<file path="src/rtl/rtc_pi_pkg.sv">
package rtc_pi_pkg;

    localparam int SRC_W     = 2;
    localparam int SRC_ALARM = 0;
    localparam int SRC_CLOCK = 1;

    typedef enum logic [1:0] {
        PD_RUN   = 2'd0,
        PD_WAIT  = 2'd1,
        PD_SLEEP = 2'd2
    } pd_state_e;

    typedef struct packed {
        logic clk_fall;
        logic alarm;
    } int_src_t;

    function automatic pd_state_e pd_next(pd_state_e cur, logic req, logic busy);
        pd_state_e nxt;
        nxt = cur;
        case (cur)
            PD_RUN:   if (req) nxt = busy ? PD_WAIT : PD_SLEEP;
            PD_WAIT:  if (!req) nxt = PD_RUN;
                      else if (!busy) nxt = PD_SLEEP;
            PD_SLEEP: if (!req) nxt = PD_RUN;
            default:  nxt = PD_RUN;
        endcase
        return nxt;
    endfunction

    function automatic logic src_pending(int_src_t s);
        return |s;
    endfunction

endpackage

</file>
<file path="src/rtl/rtc_pd_seq.sv">
module rtc_pd_seq
    import rtc_pi_pkg::*;
(
    input  logic clk,
    input  logic rst,
    input  logic pd_req,
    input  logic busy,
    output logic asleep_o
);
    pd_state_e state_q;

    always_ff @(posedge clk) begin
        if (rst) state_q <= PD_RUN;
        else     state_q <= pd_next(state_q, pd_req, busy);
    end

    assign asleep_o = (state_q == PD_SLEEP);
endmodule

</file>
<file path="src/rtl/rtc_fall_det.sv">
module rtc_fall_det (
    input  logic clk,
    input  logic rst,
    input  logic wave,
    input  logic sel,
    output logic fall_o
);
    logic wave_q;

    always_ff @(posedge clk) begin
        if (rst) wave_q <= 1'b0;
        else     wave_q <= wave;
    end

    assign fall_o = sel & wave_q & ~wave;
endmodule

</file>
<file path="src/rtl/rtc_int_status.sv">
module rtc_int_status
    import rtc_pi_pkg::*;
(
    input  logic     clk,
    input  logic     rst,
    input  logic     clr_n,
    input  logic     alarm_set,
    input  logic     clock_set,
    input  logic     rd_clr,
    input  logic     asleep,
    output int_src_t flags_o,
    output logic     pin_oe_o,
    output logic     pin_val_o
);
    int_src_t flags_q;
    int_src_t flags_d;
    logic     pending;

    always_comb begin
        flags_d = flags_q;
        if (rd_clr && !asleep) flags_d = '0;
        if (alarm_set) flags_d.alarm    = 1'b1;
        if (clock_set) flags_d.clk_fall = 1'b1;
        if (!clr_n)    flags_d = '0;
    end

    always_ff @(posedge clk) begin
        if (rst) flags_q <= '0;
        else     flags_q <= flags_d;
    end

    assign pending   = src_pending(flags_q);
    assign flags_o   = flags_q;
    assign pin_oe_o  = asleep ? pending : 1'b1;
    assign pin_val_o = ~pending;
endmodule

</file>
<file path="src/rtl/rtc_pwrint_ctrl.sv">
module rtc_pwrint_ctrl
    import rtc_pi_pkg::*;
(
    input  logic             clk,
    input  logic             rst,
    input  logic             pd_n_i,
    input  logic             dev_reset_n_i,
    input  logic             alarm_hit_i,
    input  logic             alarm_en_i,
    input  logic             sqw_sel_i,
    input  logic             sqw_i,
    input  logic             bus_busy_i,
    input  logic             stat_rd_i,
    output logic             clk_out_o,
    output logic             int_oe_o,
    output logic             int_o,
    output logic             bus_ignore_o,
    output logic [SRC_W-1:0] status_o
);
    logic     asleep;
    logic     fall;
    int_src_t flags;

    rtc_pd_seq u_seq (
        .clk      (clk),
        .rst      (rst),
        .pd_req   (~pd_n_i),
        .busy     (bus_busy_i),
        .asleep_o (asleep)
    );

    rtc_fall_det u_fall (
        .clk    (clk),
        .rst    (rst),
        .wave   (sqw_i),
        .sel    (sqw_sel_i),
        .fall_o (fall)
    );

    rtc_int_status u_stat (
        .clk       (clk),
        .rst       (rst),
        .clr_n     (dev_reset_n_i),
        .alarm_set (alarm_hit_i & alarm_en_i),
        .clock_set (fall),
        .rd_clr    (stat_rd_i),
        .asleep    (asleep),
        .flags_o   (flags),
        .pin_oe_o  (int_oe_o),
        .pin_val_o (int_o)
    );

    always_comb begin
        if (asleep)         clk_out_o = 1'b0;
        else if (sqw_sel_i) clk_out_o = sqw_i;
        else                clk_out_o = 1'b1;
    end

    assign bus_ignore_o = asleep;
    assign status_o     = flags;
endmodule

</file>
<file path="config.mk">
export PLATFORM = sky130hd
export DESIGN_NAME = rtc_pwrint_ctrl
export DESIGN_NICKNAME = d
export VERILOG_FILES = /design/src/rtl/rtc_pi_pkg.sv /design/src/rtl/rtc_pd_seq.sv /design/src/rtl/rtc_fall_det.sv /design/src/rtl/rtc_int_status.sv /design/src/rtl/rtc_pwrint_ctrl.sv
export SDC_FILE = /design/constraint.sdc
export NUM_CORES = 1
export LEC_CHECK = 0
export BUFFER_PORTS_ARGS = -buffer_cell sky130_fd_sc_hd__buf_2
export CAP_MARGIN = 20
export CORE_AREA = 2 2 39 41
export CTS_BUF_LIST = sky130_fd_sc_hd__clkbuf_8
export DETAILED_ROUTE_END_ITERATION = 12
export DIE_AREA = 0 0 41 43
export PLACE_DENSITY = 0.35
export SETUP_SLACK_MARGIN = 0.05
export SYNTH_ARGS = -nofsm -noshare
export SYNTH_HDL_FRONTEND = slang
export SYNTH_SLANG_ARGS = --single-unit
</file>
<file path="constraint.sdc">
create_clock -name clk -period 1.2 [get_ports clk]
set_clock_uncertainty 0.1 [all_clocks]
set_input_delay 0 -clock clk [delete_from_list [all_inputs] [get_ports clk]]
set_output_delay 0 -clock clk [all_outputs]
set_load 0.005 [all_outputs]
</file>
==> run metrics, run 1 <==
Hold Path Origin=stat_rd_i; area grow syn2layout=112%; largest family of logic cells by synthesized area=simple AND/OR/NAND/NOR gates; TritonCTS clock tree=yes; Final Wtd Congestion=0.618; pwr dens=1300 nW/um^2; Critical Path Start=u_seq.state_q[1]; Detailed Route WL=579 microns; adder-cell area share of the yosys netlist=0%; final net count=60; synthesized flop and latch total=5; CP required=~1100 ps; Starting Density=14.2%; status=finished clean; number of global-route vias before repair=between 200 and 300; Clk pwr share=55.0%; chip height=43 microns; Max transition margin=81.4%; gr usage total=8.53%; latest clock arrival within the worst-skew pair=about 220 ps; Seq/Total Area, Yosys=51.0%; DRT antenna net count=0; Initial DRC Count=4; reg2reg end=u_stat.flags_o[0]; fraction of layout cells with a size suffix above 1=42.9%; clk slew on worst S/H paths=30 ps; final period utilization=87.6%; antenna violations before repair=0; XOR/XNOR share of the synthesized area=0%; buffers added on ports=15; Arr. time, crit path=950 ps; final setup fails=0; Worst Hold Depth=4; Syn Inst Count=22; hold slack=25.0 ps; Fin Setup TNS=0 ps; Crit. End Element=primary output; H-tree depth=1; Worst R2R Setup Slack=around 280 ps; Sequential Power Share=32.8%; simple-gate area share of the yosys netlist=27.4%; Post-Synthesis Net Count=32; Root Buffer=clkbuf_8; Synth Warn #=0; Pins Over Slew Limit=0; critical-path maximum fanout=5; worst vdd ir=0.000532 V; R2R cell count=3; Hold Vio Cnt, Final=0; internal power=435 uW; WL per Instance=8.91 microns; mux cell area share after synthesis=0%; Synth Area per Inst=roughly 8.9 sq um; DR vias/cell=3.72; IO Count=16; DRC Markers=0; FILL cells=150; post-CTS setup buffers=0; reg2reg start=u_seq.state_q[1]; cell area after synthesis=196 sq um; fin crit period=roughly 1100 ps; num rows=14; largest net degree at the start of global routing=6; Longest Clk Path Bufs=2; die width=between 40 and 50 microns; Compound-Gate Fraction of Synth Area=17.8%; worst-margin pin slew=roughly 280 ps; unrepaired setup endpoints after global routing=no; NetSw=107 uW; Synth cell types=12; Comb pwr share=12.2%; Final WS setup=149 ps; Finished Cell Area=roughly 420 sq um; # Max-Cap Violations=0; timing-limited maximum frequency=952 MHz; DIE AREA=1760 sq um; Num CTS Buffers=3; worst min path class=primary input to flop; first-pass GRT wire length=about 900 microns; core area=1380 sq um; Placement Setup Slack=288 ps; CP Class=flop to primary output; worst hold endpoint=u_stat.flags_o[0]; via count=242; grt ovf=0; final core occ=30.1%; area of placed instances=292 sq um; Leakage=~0.00019 uW; CTS sink cnt=5; # diodes=0; critical path startpoint category=flop; first-pass iteration count of the detailed router=2; sw frac=19.7%
synth_stat cells:
library cell / count / area (sq um)
dfxtp_1: 5 / 100
nor2b_1: 1 / 6.26
o21ai_1: 2 / 10.0
inv_2: 2 / 7.51
nor3b_1: 1 / 7.51
nand2_1: 2 / 7.51
nand2b_1: 1 / 6.26
a21oi_1: 3 / 15.0
nor2_1: 2 / 7.51
nor2b_4: 1 / 13.8
a2111oi_1: 1 / 10.0
nand3_1: 1 / 5.00
per-stage QoR:
step	total power, uW	instances
2_1_floorplan	199	22
3_3_place_gp	226	53
3_5_place_dp	227	53
4_1_cts	558	65
5_1_grt	575	65
6_report	542	65
registers in the layout, summed over array words and instances, names as in the netlist:
register / count
u_fall.wave_q: 1
u_seq.state_q: 2
u_stat.flags_o: 2
worst max path at each step:
stage / depth (start not counted) / end / slack (ps)
floorplan: 3 / u_stat.flags_o[0] / 350
global placement: 3 / u_stat.flags_o[1] / 330
detailed placement: 3 / u_stat.flags_o[0] / 290
CTS: 3 / int_oe_o / 140
global route: 3 / int_oe_o / 70
finish: 3 / int_oe_o / 150
metal layers:
layer	vias up	routed length, microns	share of wire [%]	track usage, %
met3	0	63	11	6.28
met1	99	248	43	6.09
met4	0	0	0	8.00
met5	-	0	0	0
li1	128	-	-	-
met2	15	267	46	13.1
repair_timing:
action,CTS,global route
endpoints found under the hold margin,5,0
resized for setup,0,0
hold buffers,8,0
kinds of logic after synthesis:
logic type             after synthesis
AO/OA/AOI/OAI                        6
AND/OR/NAND/NOR                      9
buffers and inverters                2
flip-flops                           5
power by group through the flow:
stage | Sequential [uW] | Clock, uW | Combinational [uW]
2_1_floorplan | 180 | 0 | 19.0
5_1_grt | 179 | 322 | 74.8
6_report | 178 | 298 | 66.1
4_1_cts | 178 | 314 | 66.5
3_3_place_gp | 180 | 0 | 46.1
3_5_place_dp | 180 | 0 | 46.5
cell usage in the layout (no fill, tap or decap):
master	count
a21oi_1	3
inv_2	2
inv_1	1
nand3_1	1
nor2b_1	1
buf_2	15
nand2_1	2
o21ai_1	2
dfxtp_1	5
clkbuf_8	3
a2111oi_1	1
nor3b_1	1
dlygate4sd3_1	8
nor2_1	2
nand2b_1	1
nor2b_4	1
critical path, stage by stage, from the launching register on:
cell and delay, ps:
dfxtp_1 350, nor2b_4 200, nand2_1 60, buf_2 120
final cells by class:
type                       count  area [sq um]  area share (%)
timing repair buffer          23           155            37.2
inverter                       2          7.51            1.80
clock inverter                 1          3.75           0.901
tap                           16          20.0            4.80
sequential                     5           100            24.0
multi-input combinational     15          88.8            21.3
clock buffer                   3          41.3            9.91
(Power assumes the default switching activity.)
==> inputs of run 2 (changes only) <==
--- a/config.mk
+++ b/config.mk
@@ -12,6 +12,7 @@
 export DETAILED_ROUTE_END_ITERATION = 12
 export DIE_AREA = 0 0 41 43
 export PLACE_DENSITY = 0.35
+export RECOVER_POWER = 25
 export SETUP_SLACK_MARGIN = 0.05
 export SYNTH_ARGS = -nofsm -noshare
 export SYNTH_HDL_FRONTEND = slang
==> run 2 against run 1 <==
  * Critical path depth is the same
  * Register-to-register slack is essentially flat
  * Setup slack gained 0.91 ps
  * Non-clock buffer count is the same
  * Sequential power is essentially flat
  * First-iteration DRC count is the same
  * Worst hold slack is the same
  * Flip-flop and latch count is the same
  * Via count is the same
  * Critical path type unchanged
  * Critical endpoint unchanged
  * Highest routed layer unchanged
==> run metrics, run 2 (synthesized netlist as in run 1, its figures left out) <==
clk slew on worst S/H paths=30 ps (about the same); Starting Density=14.2% (unchanged); TritonCTS clock tree=yes; buffers added on ports=15 (unchanged); gr usage total=8.53% (unchanged); final core occ=30.0% (-0.090 points); final net count=60 (unchanged); fin crit period=1050 ps (-0.907 ps); worst hold endpoint=u_stat.flags_o[0]; IO Count=16 (unchanged); reg2reg start=u_seq.state_q[1]; H-tree depth=1 (unchanged); area grow syn2layout=111%; Pins Over Slew Limit=0 (unchanged); largest net degree at the start of global routing=6 (unchanged); Final Wtd Congestion=0.618 (unchanged); unrepaired setup endpoints after global routing=no; most frequent cells in the layout=buf_2 (14), dlygate4sd3_1 (8), dfxtp_1 (5); worst-margin pin slew=279 ps (unchanged); # diodes=0 (unchanged); area of placed instances=292 sq um (unchanged); Crit. End Element=primary output; status=finished clean; Finished Cell Area=415 sq um (-0.30%); pwr dens=1300 nW/um^2 (+0.19%); DRT antenna net count=0 (unchanged); Detailed Route WL=581 microns (+0.35%); # Max-Cap Violations=0 (unchanged); Worst Hold Depth=4 (unchanged); Longest Clk Path Bufs=2 (unchanged); DRC Markers=0 (unchanged); Max transition margin=81.4% (unchanged); CTS sink cnt=5 (unchanged); Initial DRC Count=4 (unchanged); core area=1380 sq um (unchanged); latest clock arrival within the worst-skew pair=220 ps (about the same); R2R cell count=3 (unchanged); via count=242 (unchanged); fraction of layout cells with a size suffix above 1=38.8% (-4.1 points); CP required=1100 ps (about the same); CP Class=flop to primary output; antenna violations before repair=0 (unchanged); timing-limited maximum frequency=953 MHz (about the same); Root Buffer=clkbuf_8; DR vias/cell=3.72 (unchanged); number of global-route vias before repair=264 (unchanged); FILL cells=150 (unchanged); Arr. time, crit path=950 ps (about the same); num rows=14 (unchanged); worst min path class=primary input to flop; WL per Instance=8.94 microns (+0.35%); Num CTS Buffers=3 (unchanged); final setup fails=0 (unchanged); Worst R2R Setup Slack=280 ps (about the same); Fin Setup TNS=0 ps (unchanged); Leakage=0.000189 uW (-1.7%); final period utilization=87.5% (about the same); critical path startpoint category=flop; DIE AREA=1760 sq um (unchanged); first-pass iteration count of the detailed router=2 (unchanged); critical-path maximum fanout=5 (unchanged); chip height=43 microns (unchanged); grt ovf=0 (unchanged); reg2reg end=u_stat.flags_o[0]; Hold Vio Cnt, Final=0 (unchanged); die width=41 microns (unchanged); Hold Path Origin=stat_rd_i; first-pass GRT wire length=903 microns (unchanged); commonest non-fill, non-tap cell in the layout=buf_2; worst vdd ir=0.000532 V (about the same)
run 2: cell count changes in the layout (fill, tap and decap cells not counted), sizes merged:
cell and delta:
buf -1, clkbuf +1
run 2: cell type report:
| class | count | area [sq um] | share of cell area, % |
|---|---|---|---|
| well taps | 16 | 20.0 | 4.82 |
| repair buffers | 23 | 154 | 37.0 |
| inverters | 2 | 7.51 | 1.81 |
| clock buffers | 3 | 41.3 | 9.94 |
| flip-flops and latches | 5 | 100 | 24.1 |
| clock inverters | 1 | 3.75 | 0.904 |
| multi-input cells | 15 | 88.8 | 21.4 |
run 2: timing repair:
action,CTS,global route
hold buffers,8,0
hold endpoints to repair,5,0
resized for setup,0,0
setup buffers,0,0
run 2: power by group:
part / switching [uW] / total [uW] / internal [uW]
Combinational: 23.3 / 65.5 / 42.2
Clock: 79.0 / 298 / 219
Sequential: 4.06 / 178 / 174
Total: 106 / 541 / 435
run 2: worst max-delay path by stage:
| stage | start | endpoint | slack [ps] | cells after the start |
|---|---|---|---|---|
| 2_1_floorplan | u_seq.state_q[1] | u_stat.flags_o[0] | 350 | 3 |
| 3_3_place_gp | u_seq.state_q[1] | u_stat.flags_o[1] | 330 | 3 |
| 3_5_place_dp | u_seq.state_q[1] | u_stat.flags_o[0] | 290 | 3 |
| 4_1_cts | u_seq.state_q[1] | int_oe_o | 140 | 3 |
| 5_1_grt | u_seq.state_q[1] | int_oe_o | 70 | 3 |
| 6_report | u_seq.state_q[1] | int_oe_o | 150 | 3 |
run 2: critical path, stage by stage, from the launching register on:
cell and delay, ps:
dfxtp_1 350, nor2b_4 200, nand2_1 60, buf_2 120
run 2: metrics by stage:
step | power [uW] | cells | hold WS [ps] | worst slack (ps)
final | 541 | 65 | 25.0 | 150
after global routing | 574 | 65 | 77.0 | 72.0
after CTS | 558 | 65 | 21.0 | 139
after detailed placement | 227 | 53 | 85.8 | 288
after global placement | 226 | 53 | 80.7 | 330
after floorplan | 199 | 22 | -48.7 | 346
run 2: per-layer routing:
metal	part of all wire [%]	global-route usage (%)	up-vias
met1	44	6.09	99
li1	-	-	128
met4	0	8.00	0
met5	0	0	-
met3	10	6.28	0
met2	46	13.1	15
